## config.mk

```make
export PLATFORM = sky130hd
export DESIGN_NAME = pflash_cmd_front
export DESIGN_NICKNAME = d
export VERILOG_FILES = /design/src/rtl/pflash_pkg.sv /design/src/rtl/pflash_seq.sv /design/src/rtl/pflash_job.sv /design/src/rtl/pflash_array.sv /design/src/rtl/pflash_cmd_front.sv
export SDC_FILE = /design/constraint.sdc
export NUM_CORES = 1
export LEC_CHECK = 0
export ABC_AREA = 0
export BUFFER_PORTS_ARGS = -buffer_cell sky130_fd_sc_hd__buf_2
export CAP_MARGIN = 20
export CORE_MARGIN = 8
export CORE_UTILIZATION = 65
export CTS_CLUSTER_SIZE = 10
export DETAILED_ROUTE_END_ITERATION = 12
export PLACE_DENSITY = 0.82
export REMOVE_ABC_BUFFERS = 1
export SLEW_MARGIN = 5
export SYNTH_ARGS = -nofsm -noshare
export SYNTH_HDL_FRONTEND = slang
export SYNTH_SLANG_ARGS = --single-unit
```

## constraint.sdc

```tcl
create_clock -name clk -period 4.9 [get_ports clk]
set_input_delay 0.49 -clock clk [delete_from_list [all_inputs] [get_ports clk]]
set_output_delay 0.49 -clock clk [all_outputs]
set_load 0.05 [all_outputs]
```

## src/rtl/pflash_pkg.sv

```systemverilog
package pflash_pkg;

  typedef enum logic [1:0] {
    JOB_NONE   = 2'd0,
    JOB_PROG   = 2'd1,
    JOB_SERASE = 2'd2,
    JOB_CERASE = 2'd3
  } job_e;

  typedef enum logic [2:0] {
    SQ_IDLE = 3'd0,
    SQ_U1   = 3'd1,
    SQ_U2   = 3'd2,
    SQ_PGM  = 3'd3,
    SQ_E3   = 3'd4,
    SQ_E4   = 3'd5,
    SQ_E5   = 3'd6
  } seq_e;

  localparam logic [31:0] UNLOCK_A = 32'h0000_5555;
  localparam logic [31:0] UNLOCK_B = 32'h0000_2AAA;
  localparam logic [7:0]  KEY_A    = 8'hAA;
  localparam logic [7:0]  KEY_B    = 8'h55;
  localparam logic [7:0]  OP_PROG  = 8'hA0;
  localparam logic [7:0]  OP_ERASE = 8'h80;
  localparam logic [7:0]  OP_IDON  = 8'h90;
  localparam logic [7:0]  OP_IDOFF = 8'hF0;
  localparam logic [7:0]  OP_SECT  = 8'h30;
  localparam logic [7:0]  OP_CHIP  = 8'h10;
  localparam logic [7:0]  MFR_CODE = 8'hBF;

  // Compare only the low 'w' address bits against a pattern.
  function automatic logic unlock_match(input logic [31:0] addr, input int w,
                                        input logic [31:0] pat);
    logic [31:0] mask;
    mask = (32'h1 << w) - 32'h1;
    return ((addr ^ pat) & mask) == 32'h0;
  endfunction

  // Programming can only clear bits.
  function automatic logic [7:0] prog_merge(input logic [7:0] old_b,
                                            input logic [7:0] new_b);
    return old_b & new_b;
  endfunction

  // Byte returned to a read while a job runs.
  function automatic logic [7:0] status_byte(input logic is_prog,
                                             input logic d7,
                                             input logic tog);
    return {(is_prog ? ~d7 : 1'b0), tog, 6'b0};
  endfunction

endpackage

```

## src/rtl/pflash_seq.sv

```systemverilog
module pflash_seq
  import pflash_pkg::*;
#(
  parameter int BUS_AW = 16,
  parameter int UNLK_W = 15
) (
  input  logic              clk,
  input  logic              rst_n,
  input  logic              wr_en,
  input  logic [BUS_AW-1:0] wr_addr,
  input  logic [7:0]        wr_data,
  input  logic              busy,
  output logic              job_start,
  output job_e              job_kind,
  output logic              seq_abort,
  output logic              id_mode
);

  seq_e state_q, state_d;
  logic id_q, id_d;
  logic hit_a, hit_b, take;

  assign take  = wr_en && !busy;
  assign hit_a = unlock_match(32'(wr_addr), UNLK_W, UNLOCK_A);
  assign hit_b = unlock_match(32'(wr_addr), UNLK_W, UNLOCK_B);

  always_comb begin
    state_d   = state_q;
    id_d      = id_q;
    job_start = 1'b0;
    job_kind  = JOB_NONE;
    seq_abort = 1'b0;
    if (take) begin
      case (state_q)
        SQ_IDLE: if (hit_a && wr_data == KEY_A) state_d = SQ_U1;
                 else seq_abort = 1'b1;
        SQ_U1:   if (hit_b && wr_data == KEY_B) state_d = SQ_U2;
                 else seq_abort = 1'b1;
        SQ_U2: begin
          if (!hit_a) seq_abort = 1'b1;
          else begin
            case (wr_data)
              OP_PROG:  state_d = SQ_PGM;
              OP_ERASE: state_d = SQ_E3;
              OP_IDON:  begin id_d = 1'b1; state_d = SQ_IDLE; end
              OP_IDOFF: begin id_d = 1'b0; state_d = SQ_IDLE; end
              default:  seq_abort = 1'b1;
            endcase
          end
        end
        SQ_PGM: begin
          job_start = 1'b1;
          job_kind  = JOB_PROG;
          state_d   = SQ_IDLE;
        end
        SQ_E3:   if (hit_a && wr_data == KEY_A) state_d = SQ_E4;
                 else seq_abort = 1'b1;
        SQ_E4:   if (hit_b && wr_data == KEY_B) state_d = SQ_E5;
                 else seq_abort = 1'b1;
        SQ_E5: begin
          state_d = SQ_IDLE;
          if (wr_data == OP_SECT) begin
            job_start = 1'b1;
            job_kind  = JOB_SERASE;
          end else if (hit_a && wr_data == OP_CHIP) begin
            job_start = 1'b1;
            job_kind  = JOB_CERASE;
          end else begin
            seq_abort = 1'b1;
          end
        end
        default: seq_abort = 1'b1;
      endcase
      if (seq_abort) begin
        state_d = SQ_IDLE;
        id_d    = 1'b0;
      end
    end
  end

  always_ff @(posedge clk or negedge rst_n) begin
    if (!rst_n) begin
      state_q <= SQ_IDLE;
      id_q    <= 1'b0;
    end else begin
      state_q <= state_d;
      id_q    <= id_d;
    end
  end

  assign id_mode = id_q;

endmodule

```

## src/rtl/pflash_job.sv

```systemverilog
module pflash_job
  import pflash_pkg::*;
#(
  parameter int BUS_AW     = 16,
  parameter int PROG_CYC   = 8,
  parameter int SERASE_CYC = 16,
  parameter int CERASE_CYC = 40,
  localparam int MAX_CYC   = (CERASE_CYC > SERASE_CYC) ?
                             ((CERASE_CYC > PROG_CYC) ? CERASE_CYC : PROG_CYC) :
                             ((SERASE_CYC > PROG_CYC) ? SERASE_CYC : PROG_CYC),
  localparam int CNT_W     = $clog2(MAX_CYC + 1)
) (
  input  logic              clk,
  input  logic              rst_n,
  input  logic              start,
  input  job_e              kind_in,
  input  logic [BUS_AW-1:0] addr_in,
  input  logic [7:0]        data_in,
  output logic              busy,
  output logic              done,
  output job_e              kind_q,
  output logic [BUS_AW-1:0] addr_q,
  output logic [7:0]        data_q
);

  logic [CNT_W-1:0] cnt_q;

  function automatic logic [CNT_W-1:0] job_len(input job_e k);
    case (k)
      JOB_PROG:   return CNT_W'(PROG_CYC);
      JOB_SERASE: return CNT_W'(SERASE_CYC);
      JOB_CERASE: return CNT_W'(CERASE_CYC);
      default:    return '0;
    endcase
  endfunction

  always_ff @(posedge clk or negedge rst_n) begin
    if (!rst_n) begin
      cnt_q  <= '0;
      kind_q <= JOB_NONE;
      addr_q <= '0;
      data_q <= '0;
    end else if (start) begin
      cnt_q  <= job_len(kind_in);
      kind_q <= kind_in;
      addr_q <= addr_in;
      data_q <= data_in;
    end else if (cnt_q != '0) begin
      cnt_q <= cnt_q - CNT_W'(1);
    end
  end

  assign busy = (cnt_q != '0);
  assign done = (cnt_q == CNT_W'(1));

endmodule

```

## src/rtl/pflash_array.sv

```systemverilog
module pflash_array
  import pflash_pkg::*;
#(
  parameter int ARR_AW   = 6,
  parameter int SECT_W   = 4,
  localparam int DEPTH   = 1 << ARR_AW,
  localparam int SIDX_W  = ARR_AW - SECT_W
) (
  input  logic              clk,
  input  logic              rst_n,
  input  logic              done,
  input  job_e              kind,
  input  logic [ARR_AW-1:0] addr,
  input  logic [7:0]        data,
  input  logic [ARR_AW-1:0] rd_idx,
  output logic [7:0]        rd_byte
);

  logic [7:0] mem [DEPTH];

  genvar g;
  generate
    for (g = 0; g < DEPTH; g++) begin : g_byte
      localparam logic [ARR_AW-1:0] IDX = ARR_AW'(g);
      logic sect_hit, erase_me, prog_me;
      assign sect_hit = (IDX[ARR_AW-1:SECT_W] == addr[ARR_AW-1:SECT_W]);
      assign erase_me = done && ((kind == JOB_CERASE) ||
                                 (kind == JOB_SERASE && sect_hit));
      assign prog_me  = done && (kind == JOB_PROG) && (addr == IDX);
      always_ff @(posedge clk or negedge rst_n) begin
        if (!rst_n)        mem[g] <= 8'hFF;
        else if (erase_me) mem[g] <= 8'hFF;
        else if (prog_me)  mem[g] <= prog_merge(mem[g], data);
      end
    end
  endgenerate

  assign rd_byte = mem[rd_idx];

endmodule

```

## src/rtl/pflash_cmd_front.sv

```systemverilog
module pflash_cmd_front
  import pflash_pkg::*;
#(
  parameter int          BUS_AW     = 16,
  parameter int          ARR_AW     = 6,
  parameter int          SECT_W     = 4,
  parameter int          UNLK_W     = 15,
  parameter int          PROG_CYC   = 8,
  parameter int          SERASE_CYC = 16,
  parameter int          CERASE_CYC = 40,
  parameter logic [7:0]  DEV_CODE   = 8'hD6
) (
  input  logic              clk,
  input  logic              rst_n,
  input  logic              wr_en,
  input  logic [BUS_AW-1:0] wr_addr,
  input  logic [7:0]        wr_data,
  input  logic              rd_en,
  input  logic [BUS_AW-1:0] rd_addr,
  output logic [7:0]        rd_data,
  output logic              busy
);

  // Internal events brought out by name for the checker.
  logic              job_start;
  job_e              job_kind;
  logic              seq_abort;
  logic              id_mode;
  logic              job_done;
  job_e              run_kind;
  logic [BUS_AW-1:0] run_addr;
  logic [7:0]        run_data;
  logic [7:0]        arr_byte;
  logic              tog_q;
  logic [7:0]        rd_q;

  pflash_seq #(.BUS_AW(BUS_AW), .UNLK_W(UNLK_W)) seq_i (
    .clk       (clk),
    .rst_n     (rst_n),
    .wr_en     (wr_en),
    .wr_addr   (wr_addr),
    .wr_data   (wr_data),
    .busy      (busy),
    .job_start (job_start),
    .job_kind  (job_kind),
    .seq_abort (seq_abort),
    .id_mode   (id_mode)
  );

  pflash_job #(
    .BUS_AW(BUS_AW), .PROG_CYC(PROG_CYC),
    .SERASE_CYC(SERASE_CYC), .CERASE_CYC(CERASE_CYC)
  ) job_i (
    .clk     (clk),
    .rst_n   (rst_n),
    .start   (job_start),
    .kind_in (job_kind),
    .addr_in (wr_addr),
    .data_in (wr_data),
    .busy    (busy),
    .done    (job_done),
    .kind_q  (run_kind),
    .addr_q  (run_addr),
    .data_q  (run_data)
  );

  pflash_array #(.ARR_AW(ARR_AW), .SECT_W(SECT_W)) arr_i (
    .clk     (clk),
    .rst_n   (rst_n),
    .done    (job_done),
    .kind    (run_kind),
    .addr    (run_addr[ARR_AW-1:0]),
    .data    (run_data),
    .rd_idx  (rd_addr[ARR_AW-1:0]),
    .rd_byte (arr_byte)
  );

  always_ff @(posedge clk or negedge rst_n) begin
    if (!rst_n) begin
      rd_q  <= '0;
      tog_q <= 1'b0;
    end else begin
      if (job_start)
        tog_q <= 1'b0;
      else if (rd_en && busy)
        tog_q <= ~tog_q;
      if (rd_en) begin
        if (busy)
          rd_q <= status_byte(run_kind == JOB_PROG, run_data[7], tog_q);
        else if (id_mode && rd_addr == BUS_AW'(0))
          rd_q <= MFR_CODE;
        else if (id_mode && rd_addr == BUS_AW'(1))
          rd_q <= DEV_CODE;
        else
          rd_q <= arr_byte;
      end
    end
  end

  assign rd_data = rd_q;

endmodule

```

Yosys cells after proc, flatten, opt, wreduce, memory -nomap -nowiden:

Cells that the tools add are included.

* equality and inequality tests: 94
* order comparisons: 1
* reduce and logical (&&, ||, !) cells: 169
* bitwise gates (word level): 69
* add/sub/neg operators: 1
* muxes and demuxes: 168

Operator list (number)
* $mux W8: 133
* $and A8 B8 Y8: 64
* $eq A6 B6 Y1 const B: 32
* $reduce_bool A2 Y1: 68
* $eq A6 B5 Y1 const B: 16
* $logic_and A1 B1 Y1: 80
* $logic_not A32 Y1: 2
* $bmux W8 S6: 1
* $eq A6 B4 Y1 const B: 8
* $eq A8 B8 Y1 const B: 5
* $eq A6 B3 Y1 const B: 4
* $mux W3: 6
* $pmux W3 S6: 1
* $pmux W6 S3: 1
* $eq A16 B1 Y1 const B: 1
* $logic_not A16 Y1: 1
* $mux W1: 16
* $ne A3 B1 Y1 const B: 5
* $eq A6 B1 Y1 const B: 2
* $eq A6 B2 Y1 const B: 2
* $mux W6: 2
* $eq A3 B3 Y1 const B: 3
* $pmux W3 S3: 1
* $eq A2 B2 Y1 const B: 4
* other kinds (31): 44

* output and inout bits: 9
* register bits: 547
* bits of input ports: 44
* logic and storage cells: 574

Longest topological paths before layout:

* depth in word-level cells: 10
* depth in mapped cells: 10

Hierarchy:

Synthesis repeated with hierarchy kept, for this count alone.

* cell total of the unflattened synthesis: 2322
* area total of the unflattened synthesis: 25599.6 um^2

Modules (own cells, without submodules)
* pflash_array: area each 23132.2 um^2, cells each 2101, times used 1, seq. area each 13452.9 um^2
* pflash_job: area each 1351.3 um^2, cells each 97, times used 1, seq. area each 800.8 um^2
* pflash_seq: area each 598.1 um^2, cells each 76, times used 1, seq. area each 100.1 um^2
* pflash_cmd_front: area each 518.0 um^2, cells each 48, times used 1, seq. area each 225.2 um^2

Least setup slack after synthesis:

No wires, ideal clock.

* path kind: input to register
* start: input port wr_addr[11]
* end: register job_i.data_q[2]
* stages on the path: 7
* library setup time: 125 ps
* arrival: 2015 ps
* buffers on the path: 2
* path slack: 2760 ps
* cell sequence: and4bb_2 nand4_2 a2111oi_2 o21ba_1 buf_6 buf_12 mux2_4

* cells in the longest elaborated chain, start to end: 6

RTL lines
* start, declared: line pflash_cmd_front.sv:16 `input logic [BUS_AW-1:0] wr_addr,`
* $logic_not A32 Y1: line pflash_pkg.sv:37 `return ((addr ^ pat) & mask) == 32'h0;`
* $logic_and A1 B1 Y1: line pflash_seq.sv:65 `end else if (hit_a && wr_data == OP_CHIP) begin`
* $mux W1: line pflash_seq.sv:65
* $mux W1: line pflash_seq.sv:62 `if (wr_data == OP_SECT) begin`
* $pmux W1 S2: line pflash_seq.sv:34 `case (state_q)`
* $mux W1: line pflash_seq.sv:33 `if (take) begin`
* end signal, assigned: line pflash_job.sv:47 `data_q <= data_in;`
* end, declared: line pflash_job.sv:23 `output logic [7:0] data_q`

Every way passes these cells.
A chain may end at the register's enable or synchronous reset.

Final worst setup path:

* start: register job_i.kind_q[0]
* end: register arr_i.mem[371] (netlist name)

* cells in the longest elaborated chain, start to end: 5
* elaborated cells on any way between the ends: 10
* classes of those cells: eq/ne (3); mux (1); reduce/logical (6)

RTL lines
* start, declared: line pflash_job.sv:21 `output job_e kind_q,`
* start signal, assigned: line pflash_job.sv:45 `kind_q <= kind_in;`
* $eq A2 B2 Y1: line pflash_array.sv:28 `(kind == JOB_SERASE && sect_hit));`
* $logic_and A1 B1 Y1: line pflash_array.sv:28
* $logic_or A1 B1 Y1: line pflash_array.sv:27 `assign erase_me = done && ((kind == JOB_CERASE) ||`
* $logic_and A1 B1 Y1: line pflash_array.sv:27
* $mux W8 or $reduce_bool A2 Y1 (tied branches)
* end signal, assigned by index: line pflash_array.sv:33 `else if (prog_me) mem[g] <= prog_merge(mem[g], data);`
* end, declared: line pflash_array.sv:19 `logic [7:0] mem [DEPTH];`

Parallel ways exist; a longest one is shown, timed or not.

==> out/summary.txt <==
LAYOUT
--------------------------------------------------------------------------------------------------------
Final instance area .......................................................................   27300 um^2
Utilization of the core after routing .....................................................        0.713
Area growth syn-to-layout .................................................................        9.27%
Proportion of layout cells with a drive suffix above 1 ....................................        0.359
Filler-free cell count of the finished design .............................................         2807
Net count of the finished layout ..........................................................         2319

CLOCK NETWORK
--------------------------------------------------------------------------------------------------------
CTS hold repair buffers ...................................................................            0
Number of clock sinks seen by CTS .........................................................          547
Worst-skew pair later-pin latency .........................................................      0.62 ns
Number of buffers inserted during clock tree synthesis ....................................           61
Post-cts repair resize count ..............................................................            0
Setup Buffers After CTS ...................................................................            0
CTS tree ..................................................................................         done
CTS Root Cell ............................................................................. sky130_fd_sc_hd__clkbuf_16
CTS HTree Levels ..........................................................................            2
Maximum root-to-sink buffer count .........................................................            3
Post-CTS clock slew at the launch and capture registers of the worst setup and hold paths .      0.06 ns

CRITICAL PATH
--------------------------------------------------------------------------------------------------------
Critical Path RT ..........................................................................      5.43 ns
Critical-path maximum fanout ..............................................................           16
Type of the setup path with the least slack ............................................... register to register
Kind of start point of the critical path ..................................................     register
Data arrival time of the critical path ....................................................      3.67 ns
Critical Path End Type ....................................................................     register

SYNTH
--------------------------------------------------------------------------------------------------------
Area share of the largest cell type after synthesis .......................................        0.539
Netlist cell types ........................................................................           73
Area fraction in compound gates after synthesis ...........................................        0.132
Synth Register Bits .......................................................................          547
Synth cell count leaders .................................................................. sky130_fd_sc_hd__nand2_1 (614), sky130_fd_sc_hd__o21ai_0 (519), sky130_fd_sc_hd__dfstp_2 (512)
Sequential area share after synthesis .....................................................        0.574
Syn_area_per_cell .........................................................................    10.9 um^2
Post-synth ARST share .....................................................................         1.00
Main area contributors after synthesis .................................................... sky130_fd_sc_hd__dfstp_2 (54%), sky130_fd_sc_hd__o21ai_0 (10%), sky130_fd_sc_hd__mux4_2 (10%)
Multiplexer fraction of the synthesized cell area .........................................        0.132
Largest family of logic cells by synthesized area ......................................... compound AO/OA/AOI/OAI gates
Number of warnings issued by yosys ........................................................            0
Area of the mapped netlist ................................................................   25000 um^2
Post-synth top flop ....................................................................... sky130_fd_sc_hd__dfstp_2
Simple-gate portion of the synthesized area ...............................................        0.127
Adder-cell share of the synthesized area ..................................................      0.00100
Instance count of the mapped netlist ......................................................         2288
Cell taking the most area after synthesis ................................................. sky130_fd_sc_hd__dfstp_2
Post-synthesis xor/xnor area fraction .....................................................      0.00175
EDFF count, synth .........................................................................            0
Count leader, synth ....................................................................... sky130_fd_sc_hd__nand2_1

TIMING
--------------------------------------------------------------------------------------------------------
Final critical path time including I/O delays and setup ...................................      3.14 ns
Tightest hold margin ......................................................................     0.156 ns
Setup-violating endpoint count in the final report ........................................            0
Worst clock skew ..........................................................................    0.0156 ns
Max-Slew Margin vs Limit ..................................................................        0.244
Portion of the clock cycle consumed by the worst path in the final layout .................        0.642
Peak clock frequency supported by timing ..................................................    0.318 GHz
Slew at the pin with the worst max-slew slack .............................................      1.13 ns
Final Hold Viols ..........................................................................            0
Fin. max-slew vios ........................................................................            0
RSZ-0062 raised after global routing ......................................................        false

FLOORPLAN
--------------------------------------------------------------------------------------------------------
Number of top-level pins ..................................................................           53
Die Y-Extent ..............................................................................       212 um
Width of the die ..........................................................................       212 um
Core area .................................................................................   38300 um^2
Die footprint .............................................................................   45000 um^2
Starting Density ..........................................................................        0.652
Placement Rows ............................................................................           72

POWER AND IR DROP
--------------------------------------------------------------------------------------------------------
Share of power burned in registers ........................................................        0.509
Reported leakage power ....................................................................      9.93 nW
Total internal power ......................................................................      6.95 mW
Largest voltage drop on the vdd net .......................................................     0.261 mV
Fraction of power spent switching nets ....................................................        0.225
Pwr per Cell Area .........................................................................  328 nW/um^2
Clk pwr share .............................................................................        0.448
Logic pwr share ...........................................................................        0.043
Power dissipated by switching net loads ...................................................      2.02 mW

GRT
--------------------------------------------------------------------------------------------------------
Global-route wire length before repair ....................................................       107 mm
Via count of the first global-routing pass ................................................        19000
Pin count of the biggest net entering global routing ......................................          154
Global-route usage over all layers ........................................................        0.306
Antenna violations before repair ..........................................................            1
GRT overflow ..............................................................................            0

FLOW RUN
--------------------------------------------------------------------------------------------------------
Max_cap viols .............................................................................            0

DRT
--------------------------------------------------------------------------------------------------------
Wire length after detailed routing ........................................................      68.7 mm
Routed length per instance ................................................................      24.5 um
# DRC .....................................................................................            0
Via count .................................................................................        19000
Vias per cell .............................................................................         6.76
First-pass DRT Iterations .................................................................            7
Number of DRC markers in iteration 0 ......................................................         2470
Number of nets still failing antenna checks after routing .................................            0

STATUS
--------------------------------------------------------------------------------------------------------
Run status ................................................................................ complete, no violations

PLACED DESIGN
--------------------------------------------------------------------------------------------------------
Sum of net half-perimeters after detailed placement .......................................      40.9 mm
GP Congestion .............................................................................        0.923
Instance area after placement .............................................................   25500 um^2
Placed cell count .........................................................................         2717
Number of buffers added on ports ..........................................................           51

HOLD PATH
--------------------------------------------------------------------------------------------------------
Hold Path Class ........................................................................... primary input to register

through the flow:
step / setup TNS, ns / power (mW) / worst slack [ns]
2_1_floorplan: -1177.78 / 4.75 / -2.34
3_3_place_gp: 0 / 5.00 / 1.84
3_5_place_dp: 0 / 5.01 / 1.73
4_1_cts: 0 / 8.97 / 1.58
5_1_grt: 0 / 9.17 / 1.66
6_report: 0 / 8.97 / 1.76
cells in the final DEF, fill, tap and decap left out, drive strengths merged, types with 4 or more instances in the layout:
| cell | Yosys | final |
|---|---|---|
| dfstp | 512 | 512 |
| o21ai | 524 | 524 |
| nor4b | 5 | 5 |
| o22ai | 13 | 13 |
| mux2i | 43 | 43 |
| dfrtp | 35 | 35 |
| nor2 | 38 | 38 |
| o211ai | 4 | 4 |
| clkbuf | 123 | 78 |
| xor2 | 4 | 4 |
| nand3 | 20 | 20 |
| nor2b | 10 | 10 |
| a22oi | 25 | 25 |
| nor4 | 5 | 5 |
| a31oi | 4 | 4 |
| nor3 | 19 | 19 |
| or3 | 4 | 4 |
| mux4 | 116 | 116 |
| buf | 43 | 86 |
| and2 | 5 | 5 |
| nand2b | 9 | 9 |
| mux2 | 19 | 19 |
| a21oi | 18 | 18 |
| nand2 | 614 | 614 |
| inv | 10 | 12 |
| and3 | 5 | 5 |
| nand4 | 8 | 8 |
power groups by stage:
stage | Sequential [mW] | Clock [mW] | Combinational, mW
4_1_cts | 4.56 | 4.03 | 0.380
3_5_place_dp | 4.63 | 0 | 0.378
5_1_grt | 4.57 | 4.20 | 0.410
6_report | 4.57 | 4.02 | 0.383
2_1_floorplan | 4.65 | 0 | 0.105
3_3_place_gp | 4.63 | 0 | 0.371
metal layers:
layer,GRT usage,vias to the layer above,routed length (um)
met3,0.0771,259,7870
met2,0.473,1249,31700
met5,0,-,0
li1,-,7968,-
met1,0.412,9499,26000
met4,0.129,0,3060
worst max-delay path, cell delays in order (launching register included):
cell and delay, ns:
sky130_fd_sc_hd__dfrtp_1 0.62, sky130_fd_sc_hd__nor2b_1 0.20, sky130_fd_sc_hd__nand4_1 0.31, sky130_fd_sc_hd__nor3b_2 0.86
sky130_fd_sc_hd__nand2_1 0.52, sky130_fd_sc_hd__o21ai_0 0.43, sky130_fd_sc_hd__nand2_1 0.10
sequential cells by signal (all words and copies together) (netlist names):
register       flops
job_i.addr_q       6
seq_i.id_mode      1
rd_data            8
tog_q              1
seq_i.state_q      3
arr_i.mem        512
job_i.data_q       8
job_i.kind_q       2
job_i.cnt_q        6
logic make-up after synthesis:
kind of cell | after synthesis
compound gates | 618
fa+ha+maj | 2
mux | 178
buf+inv | 178
xor+xnor | 5
simple gates | 760
flops | 547
area by class of cell:
| type | count | area [um^2] |
|---|---|---|
| antenna | 1 | 2.50 |
| tap | 518 | 648 |
| sequential | 547 | 14300 |
| multi-input combinational | 1563 | 9880 |
| clock buffer | 76 | 1640 |
| inverter | 12 | 45.0 |
| timing repair buffer | 88 | 724 |
| fill | 2439 | 11000 |
| clock inverter | 2 | 17.5 |
final timing paths:
check / from / end / slack [ns] / depth (start not counted)
max: job_i.kind_q[0] / arr_i.mem[371] / 1.76 / 6
min in group asynchronous: rst_n / arr_i.mem[187] / 0.27 / 1
max in group asynchronous: rst_n / job_i.data_q[5] / 3.71 / 2
max reg2reg: job_i.kind_q[0] / arr_i.mem[371] / 1.76 / 6
min: wr_addr[5] / job_i.addr_q[5] / 0.16 / 2
min reg2reg: arr_i.mem[289] / arr_i.mem[289] / 0.48 / 2
No activity file was read; power rests on OpenSTA's default activity.
